### config.mk
export PLATFORM = sky130hd
export DESIGN_NAME = spi_err_ctrl
export DESIGN_NICKNAME = d
export VERILOG_FILES = /design/src/rtl/spi_err_pkg.sv /design/src/rtl/spi_ss_sync.sv /design/src/rtl/spi_sticky_flags.sv /design/src/rtl/spi_dma_word_counter.sv /design/src/rtl/spi_err_ctrl.sv
export SDC_FILE = /design/constraint.sdc
export NUM_CORES = 1
export LEC_CHECK = 0
export ABC_AREA = 1
export BUFFER_PORTS_ARGS = -buffer_cell sky130_fd_sc_hd__buf_2
export CAP_MARGIN = 20
export CORE_ASPECT_RATIO = 0.5
export CORE_UTILIZATION = 38
export DETAILED_ROUTE_END_ITERATION = 16
export GPL_TIMING_DRIVEN = 1
export PLACE_DENSITY = 0.57
export SLEW_MARGIN = 20
export SYNTH_ARGS = -nofsm -noshare
export SYNTH_HDL_FRONTEND = slang
export SYNTH_HIERARCHICAL = 1
export SYNTH_SLANG_ARGS = --single-unit
### constraint.sdc
create_clock -name clk -period 3.45 [get_ports clk]
set_clock_uncertainty 0.2 [all_clocks]
set_input_delay 1.035 -clock clk [delete_from_list [all_inputs] [get_ports clk]]
set_output_delay 1.035 -clock clk [all_outputs]
set_load 0.01 [all_outputs]
### src/rtl/spi_err_pkg.sv
package spi_err_pkg;
  typedef enum logic [1:0] {
    REG_CTRL = 2'd0,
    REG_STAT = 2'd1,
    REG_DMA  = 2'd2,
    REG_CNT  = 2'd3
  } reg_sel_e;

  localparam int unsigned NUM_ERR   = 3;
  localparam int unsigned ERR_FAULT = 0;
  localparam int unsigned ERR_UNDER = 1;
  localparam int unsigned ERR_OVER  = 2;

  localparam int unsigned CTL_PORT_EN = 0;
  localparam int unsigned CTL_MASTER  = 1;
  localparam int unsigned CTL_DET_EN  = 2;
  localparam int unsigned CTL_W       = 3;
endpackage

### src/rtl/spi_ss_sync.sv
module spi_ss_sync #(
  parameter int unsigned STAGES = 2
) (
  input  logic clk,
  input  logic rst_n,
  input  logic async_i,
  output logic sync_o
);
  logic [STAGES-1:0] chain_q;

  genvar g;
  generate
    for (g = 0; g < STAGES; g++) begin : g_stage
      if (g == 0) begin : g_first
        always_ff @(posedge clk) begin
          if (!rst_n) chain_q[g] <= 1'b1;
          else        chain_q[g] <= async_i;
        end
      end else begin : g_next
        always_ff @(posedge clk) begin
          if (!rst_n) chain_q[g] <= 1'b1;
          else        chain_q[g] <= chain_q[g-1];
        end
      end
    end
  endgenerate

  assign sync_o = chain_q[STAGES-1];
endmodule

### src/rtl/spi_sticky_flags.sv
module spi_sticky_flags #(
  parameter int unsigned N = 3
) (
  input  logic         clk,
  input  logic         rst_n,
  input  logic [N-1:0] set_i,
  input  logic [N-1:0] clr_i,
  output logic [N-1:0] flags_o
);
  logic [N-1:0] flag_q;

  genvar b;
  generate
    for (b = 0; b < N; b++) begin : g_bit
      always_ff @(posedge clk) begin
        if (!rst_n) flag_q[b] <= 1'b0;
        else        flag_q[b] <= set_i[b] | (flag_q[b] & ~clr_i[b]);
      end

      // an arriving error beats a simultaneous clear
      a_r9_set_wins: assert property (@(posedge clk) disable iff (!rst_n)
        set_i[b] |=> flag_q[b]);
      // without a clear, a set flag stays set
      a_r9_sticky: assert property (@(posedge clk) disable iff (!rst_n)
        (flag_q[b] && !clr_i[b]) |=> flag_q[b]);
    end
  endgenerate

  assign flags_o = flag_q;
endmodule

### src/rtl/spi_dma_word_counter.sv
module spi_dma_word_counter #(
  parameter int unsigned W = 16
) (
  input  logic         clk,
  input  logic         rst_n,
  input  logic         load_i,
  input  logic [W-1:0] load_val_i,
  input  logic         step_i,
  output logic [W-1:0] count_o,
  output logic         done_o
);
  localparam logic [W-1:0] ONE  = W'(1);
  localparam logic [W-1:0] ZERO = '0;
  localparam logic [W-1:0] ALL1 = '1;

  logic [W-1:0] cnt_q;
  logic         done_q;
  logic         finishing;

  assign finishing = step_i && !load_i && (cnt_q == ONE);

  always_ff @(posedge clk) begin
    if (!rst_n) begin
      cnt_q  <= ZERO;
      done_q <= 1'b0;
    end else begin
      done_q <= finishing;
      if (load_i)      cnt_q <= load_val_i;
      else if (step_i) cnt_q <= cnt_q - ONE;
    end
  end

  assign count_o = cnt_q;
  assign done_o  = done_q;

  // completion is reported together with a zero count
  a_r3_done_at_zero: assert property (@(posedge clk) disable iff (!rst_n)
    done_q |-> (cnt_q == ZERO));
  // completion is a single-cycle pulse
  a_r3_single_pulse: assert property (@(posedge clk) disable iff (!rst_n)
    done_q |=> !done_q);
  // stepping past zero wraps and stays silent
  a_r5_wrap: assert property (@(posedge clk) disable iff (!rst_n)
    (step_i && !load_i && cnt_q == ZERO) |=> (cnt_q == ALL1 && !done_q));
  // a load wins over a step
  a_r6_load_wins: assert property (@(posedge clk) disable iff (!rst_n)
    load_i |=> (cnt_q == $past(load_val_i)));
endmodule

### src/rtl/spi_err_ctrl.sv
module spi_err_ctrl
  import spi_err_pkg::*;
#(
  parameter int unsigned DATA_W    = 16,
  parameter int unsigned SS_STAGES = 2
) (
  input  logic              clk,
  input  logic              rst_n,
  input  logic              reg_we,
  input  logic [1:0]        reg_addr,
  input  logic [DATA_W-1:0] reg_wdata,
  output logic [DATA_W-1:0] reg_rdata,
  input  logic              ss_n_in,
  input  logic              tx_underflow,
  input  logic              rx_overflow,
  input  logic              word_step,
  output logic              ms_out,
  output logic              en_out,
  output logic              done_irq,
  output logic              err_irq
);
  localparam int unsigned DMA_W = NUM_ERR + 1;

  reg_sel_e sel;
  assign sel = reg_sel_e'(reg_addr);

  logic wr_ctrl, wr_stat, wr_dma, wr_cnt;
  assign wr_ctrl = reg_we && (sel == REG_CTRL);
  assign wr_stat = reg_we && (sel == REG_STAT);
  assign wr_dma  = reg_we && (sel == REG_DMA);
  assign wr_cnt  = reg_we && (sel == REG_CNT);

  // ---------------- slave-select synchroniser ----------------
  logic ss_sync;
  spi_ss_sync #(.STAGES(SS_STAGES)) u_ss_sync (
    .clk    (clk),
    .rst_n  (rst_n),
    .async_i(ss_n_in),
    .sync_o (ss_sync)
  );

  // ---------------- control register and fault demotion ----------------
  logic [CTL_W-1:0] ctrl_q;
  logic             fault_hit;

  assign fault_hit = ctrl_q[CTL_DET_EN] && ctrl_q[CTL_MASTER] &&
                     ctrl_q[CTL_PORT_EN] && !ss_sync;

  always_ff @(posedge clk) begin
    if (!rst_n) begin
      ctrl_q <= '0;
    end else begin
      if (wr_ctrl) ctrl_q <= reg_wdata[CTL_W-1:0];
      if (fault_hit) begin
        ctrl_q[CTL_MASTER]  <= 1'b0;
        ctrl_q[CTL_PORT_EN] <= 1'b0;
      end
    end
  end

  assign ms_out = ctrl_q[CTL_MASTER];
  assign en_out = ctrl_q[CTL_PORT_EN];

  // ---------------- DMA active bit ----------------
  logic dma_active_q;
  always_ff @(posedge clk) begin
    if (!rst_n)      dma_active_q <= 1'b0;
    else if (wr_dma) dma_active_q <= reg_wdata[0];
  end

  // ---------------- sticky error flags ----------------
  logic [NUM_ERR-1:0] err_evt;
  logic [NUM_ERR-1:0] stat_clr, dma_clr, dma_set;
  logic [NUM_ERR-1:0] stat_flags, dma_flags;

  always_comb begin
    err_evt            = '0;
    err_evt[ERR_FAULT] = fault_hit;
    err_evt[ERR_UNDER] = tx_underflow;
    err_evt[ERR_OVER]  = rx_overflow;
  end

  assign stat_clr = wr_stat ? reg_wdata[NUM_ERR-1:0] : '0;
  assign dma_clr  = wr_dma  ? reg_wdata[NUM_ERR:1]   : '0;
  assign dma_set  = dma_active_q ? err_evt : '0;

  spi_sticky_flags #(.N(NUM_ERR)) u_stat_flags (
    .clk    (clk),
    .rst_n  (rst_n),
    .set_i  (err_evt),
    .clr_i  (stat_clr),
    .flags_o(stat_flags)
  );

  spi_sticky_flags #(.N(NUM_ERR)) u_dma_flags (
    .clk    (clk),
    .rst_n  (rst_n),
    .set_i  (dma_set),
    .clr_i  (dma_clr),
    .flags_o(dma_flags)
  );

  assign err_irq = (|stat_flags) | (|dma_flags);

  // ---------------- DMA word counter ----------------
  logic [DATA_W-1:0] cnt_val;
  spi_dma_word_counter #(.W(DATA_W)) u_counter (
    .clk       (clk),
    .rst_n     (rst_n),
    .load_i    (wr_cnt),
    .load_val_i(reg_wdata),
    .step_i    (word_step),
    .count_o   (cnt_val),
    .done_o    (done_irq)
  );

  // ---------------- read mux ----------------
  logic [DMA_W-1:0] dma_view;
  assign dma_view = {dma_flags, dma_active_q};

  always_comb begin
    reg_rdata = '0;
    unique case (sel)
      REG_CTRL: reg_rdata[CTL_W-1:0]   = ctrl_q;
      REG_STAT: reg_rdata[NUM_ERR-1:0] = stat_flags;
      REG_DMA:  reg_rdata[DMA_W-1:0]   = dma_view;
      REG_CNT:  reg_rdata              = cnt_val;
      default:  reg_rdata              = '0;
    endcase
  end

  // a detected fault demotes and disables the port
  a_r10_demote: assert property (@(posedge clk) disable iff (!rst_n)
    fault_hit |=> (!ms_out && !en_out));
  // a detected fault lands in the status flags
  a_r10_flag: assert property (@(posedge clk) disable iff (!rst_n)
    fault_hit |=> stat_flags[ERR_FAULT]);
  // mirrored flags stay clear while DMA is idle
  a_r8_idle_no_copy: assert property (@(posedge clk) disable iff (!rst_n)
    (!dma_active_q && dma_flags == '0) |=> (dma_flags == '0));
  // the interrupt rises only after some error event
  a_r11_rise_cause: assert property (@(posedge clk) disable iff (!rst_n)
    $rose(err_irq) |-> ($past(err_evt) != '0));
endmodule

==> results by group <==
Run status
  – Status: completed

Yosys
  – Synth Cell Area: approximately 1900 um^2
  – Synth cell types: 29
  – Top FF cell, synth: dfxtp_1
  – Flops & latches, synth: 29
  – Sequential share of the synthesized area: 30.03%
  – Gate Count Post-Synth: 305
  – Number of synthesized flops with an enable pin: 0
  – Syn avg cell area: 6.338 um^2
  – Syn. warnings: 6
  – Synth Net Count: 332
  – Asr flop ratio synth: 0%

Critical path
  – Most frequent CP cell: buf_2
  – CP peak stage delay: 160 ps
  – CP max stage cell: buf_2
  – CP max FO: 8
  – CP required: 2210 ps
  – R2R cell count: 9
  – Cells along the critical path: buf_2, nand2_2, clkinv_1, nand2_1, nand4_1, buf_2
  – Worst setup path category: input port to output pin
  – Critical Path Source Type: input port
  – Crit path DAT: 1750 ps
  – CP endpoint kind: output pin

Layout
  – Multi-input gate area: 1070 um^2
  – # diodes: 0
  – Fillers: 524
  – Final nets: 377
  – Layout cell share with drive strength beyond 1: 22.22%
  – Syn-to-layout area delta: 18.77%
  – Post-route cell area: about 2300 um^2
  – Non-Filler Instances: 417
  – Register area: 580.6 um^2

Routing
  – WL final: 4883 um
  – Vias: 1960
  – ANT nets after route: 0
  – Drt pass-1 iters: 5
  – Initial drt markers: 94
  – Drt wl/cell: 11.71 um
  – DR vias/cell: 4.700
  – DRC viols: 0

Clocking
  – CTS sink cnt: 29
  – Post-CTS Resized: 0
  – Maximum buffer depth of the clock tree: 2
  – Root buffer cell: clkbuf_8
  – Skew-Pair Late Insertion Delay: 280 ps
  – Post-CTS Hold Buffers: 0
  – Post-CTS Setup Bufs: 0
  – H-tree levels: 2
  – CTS tree: yes
  – CTS Buf Count: 5
  – Clock transition at the registers of the reported paths: 60 ps

GRT
  – Total GRT Usage: 20.22%
  – Total gr overflow: 0
  – First-pass GRT wire length: 8079 um
  – Vias in the first global route: ~1700
  – Pin count of the biggest net entering global routing: 18
  – Initial antenna violation count: 0

Floorplanning
  – Core Area: about 4600 um^2
  – Initial Util: a little over two fifths
  – Rows: 17
  – Top Ports: 45
  – Die Span Y: between 50 and 60 um
  – Die area: approximately 5400 um^2
  – Chip Width: 102.9 um

Pwr
  – Worst vdd rail ir drop: 145.3 uV
  – Cell Pwr Density: 433.0 nW/um^2
  – Internal power: around 620 uW
  – Power share of the combinational group: 31.1%
  – Sw Ratio: 37.53%
  – Sequential power share: 40.5%
  – Leak Pwr: 1.120 nW
  – NetSw: roughly 370 uW
  – Power Total: a little under 1 mW
  – Clock share of power: roughly 28%

Placed design
  – Routability cong.: just over 0.8
  – Placement Cell Area: about 2200 um^2
  – Cells after DPL: 409
  – IO Port Bufs: 44
  – Detailed placement HPWL: 3667 um

STA
  – Final worst path period share: 86.51%
  – Max-slew violations: 0
  – Worst slew pin tran: approximately 440 ps
  – RSZ-0062 raised after global routing: no
  – Setup TNS Final: 0 ps
  – Final hold viol count: 0
  – Fin crit period: between 2000 and 3000 ps
  – Fmax: 0.3351 GHz
  – Hold_ws: 203.6 ps
  – Slew HR: 70.43%
  – Final setup vio count: 0

Hold path
  – Hold path cells: 2
  – Worst hold path class: flip-flop to flip-flop

Flow run
  – Maxcap violations: 0
-- synth_stat cells, types with 2 or more instances --
cell     number  share of area [%]
a21oi_1      20                5.2
a22oi_1      11                4.3
a31oi_1       2               0.65
buf_2         4                1.0
buf_4         2               0.78
dfxtp_1      29                 30
ha_1          2                1.3
inv_1        56                 11
inv_2         5               0.97
nand2_1      79                 15
nand2_2       4                1.3
nand3_1      18                4.7
nand4_1       4                1.3
nor2_1       33                6.4
nor2_2        2               0.65
nor2_4       13                7.6
nor3_1        3               0.78
o21ai_0       3               0.78
xnor2_1       2               0.91
xor2_1        4                1.8
-- worst max-delay path, delay by kind of cell --
family	cells	cell delay [ps]
buffers and inverters	3	420
AND/OR/NAND/NOR	3	290
-- area by class of cell --
type	count	share of cell area, %
Sequential cell	29	25.29
Tap cell	66	3.597
Inverter	62	10.14
Clock inverter	2	0.4360
Multi-Input combinational cell	206	46.59
Clock buffer	6	3.161
Timing Repair Buffer	46	10.79
-- cells by family (layout without fill, tap and decap cells) --
family	after synthesis	in the layout	share of synthesized area, %
AO/OA/AOI/OAI	39	39	12.10
XOR/XNOR	6	6	2.718
adder cells (fa/ha/maj)	2	2	1.294
AND/OR/NAND/NOR	159	159	39.22
flip-flops	29	29	30.03
buffers and inverters	70	116	14.63
-- cell usage in the layout, fill, tap and decap left out, types with 3 or more instances in the layout --
| master | n |
|---|---|
| nand2_1 | 79 |
| inv_1 | 56 |
| buf_2 | 44 |
| nor2_1 | 33 |
| dfxtp_1 | 29 |
| a21oi_1 | 20 |
| nand3_1 | 18 |
| nor2_4 | 13 |
| a22oi_1 | 11 |
| inv_2 | 5 |
| clkbuf_8 | 5 |
| nand2_2 | 4 |
| nand4_1 | 4 |
| xor2_1 | 4 |
| nor3_1 | 3 |
| o21ai_0 | 3 |
-- path summary, 6_finish.rpt --
| check | startpoint | endpoint | slack, ps |
|---|---|---|---|
| worst max register to register | u_counter/count_o[0]$_SDFFE_PN0P_ | u_counter/count_o[14]$_SDFFE_PN0P_ | 1740 |
| worst max-delay path | reg_addr[0] | reg_rdata[2] | 470 |
| worst min-delay path | u_ss_sync/chain_q[0]$_SDFF_PN1_ | u_ss_sync/sync_o$_SDFF_PN1_ | 200 |
| worst min register to register | u_ss_sync/chain_q[0]$_SDFF_PN1_ | u_ss_sync/sync_o$_SDFF_PN1_ | 200 |
-- stage by stage --
| stage | setup WS (ps) | utilization (%) |
|---|---|---|
| after floorplan | 605.4 | - |
| after global placement | 509.2 | 47.73 |
| after detailed placement | 470.7 | 47.73 |
| after CTS | 464.9 | 49.51 |
| after global routing | 371.6 | 49.51 |
| final | 465.5 | 49.51 |
-- registers in the layout, indices dropped and copies added (netlist names) --
name	cells
ctrl_q	3
dma_active_q	1
u_counter/count_o	16
u_counter/done_o	1
u_dma_flags/flags_o	3
u_ss_sync/chain_q	1
u_ss_sync/sync_o	1
u_stat_flags/flags_o	3
-- power by group through the flow --
stage	clock network, mW	logic, mW	registers (mW)
2_1_floorplan	0	0.243	0.399
3_3_place_gp	0	0.307	0.411
3_5_place_dp	0	0.311	0.411
4_1_cts	0.288	0.312	0.403
5_1_grt	0.305	0.355	0.409
6_report	0.282	0.310	0.403
-- layer usage --
layer	global-route usage (%)	vias up	share of wire [%]	wire length, um
li1	-	1034	-	-
met1	27.10	866	51	2471
met2	32.89	55	42	2071
met3	4.000	5	6.1	299
met4	6.338	0	0.82	40
met5	0	-	0	0
Note: power is estimated with default switching activity, not from simulation.
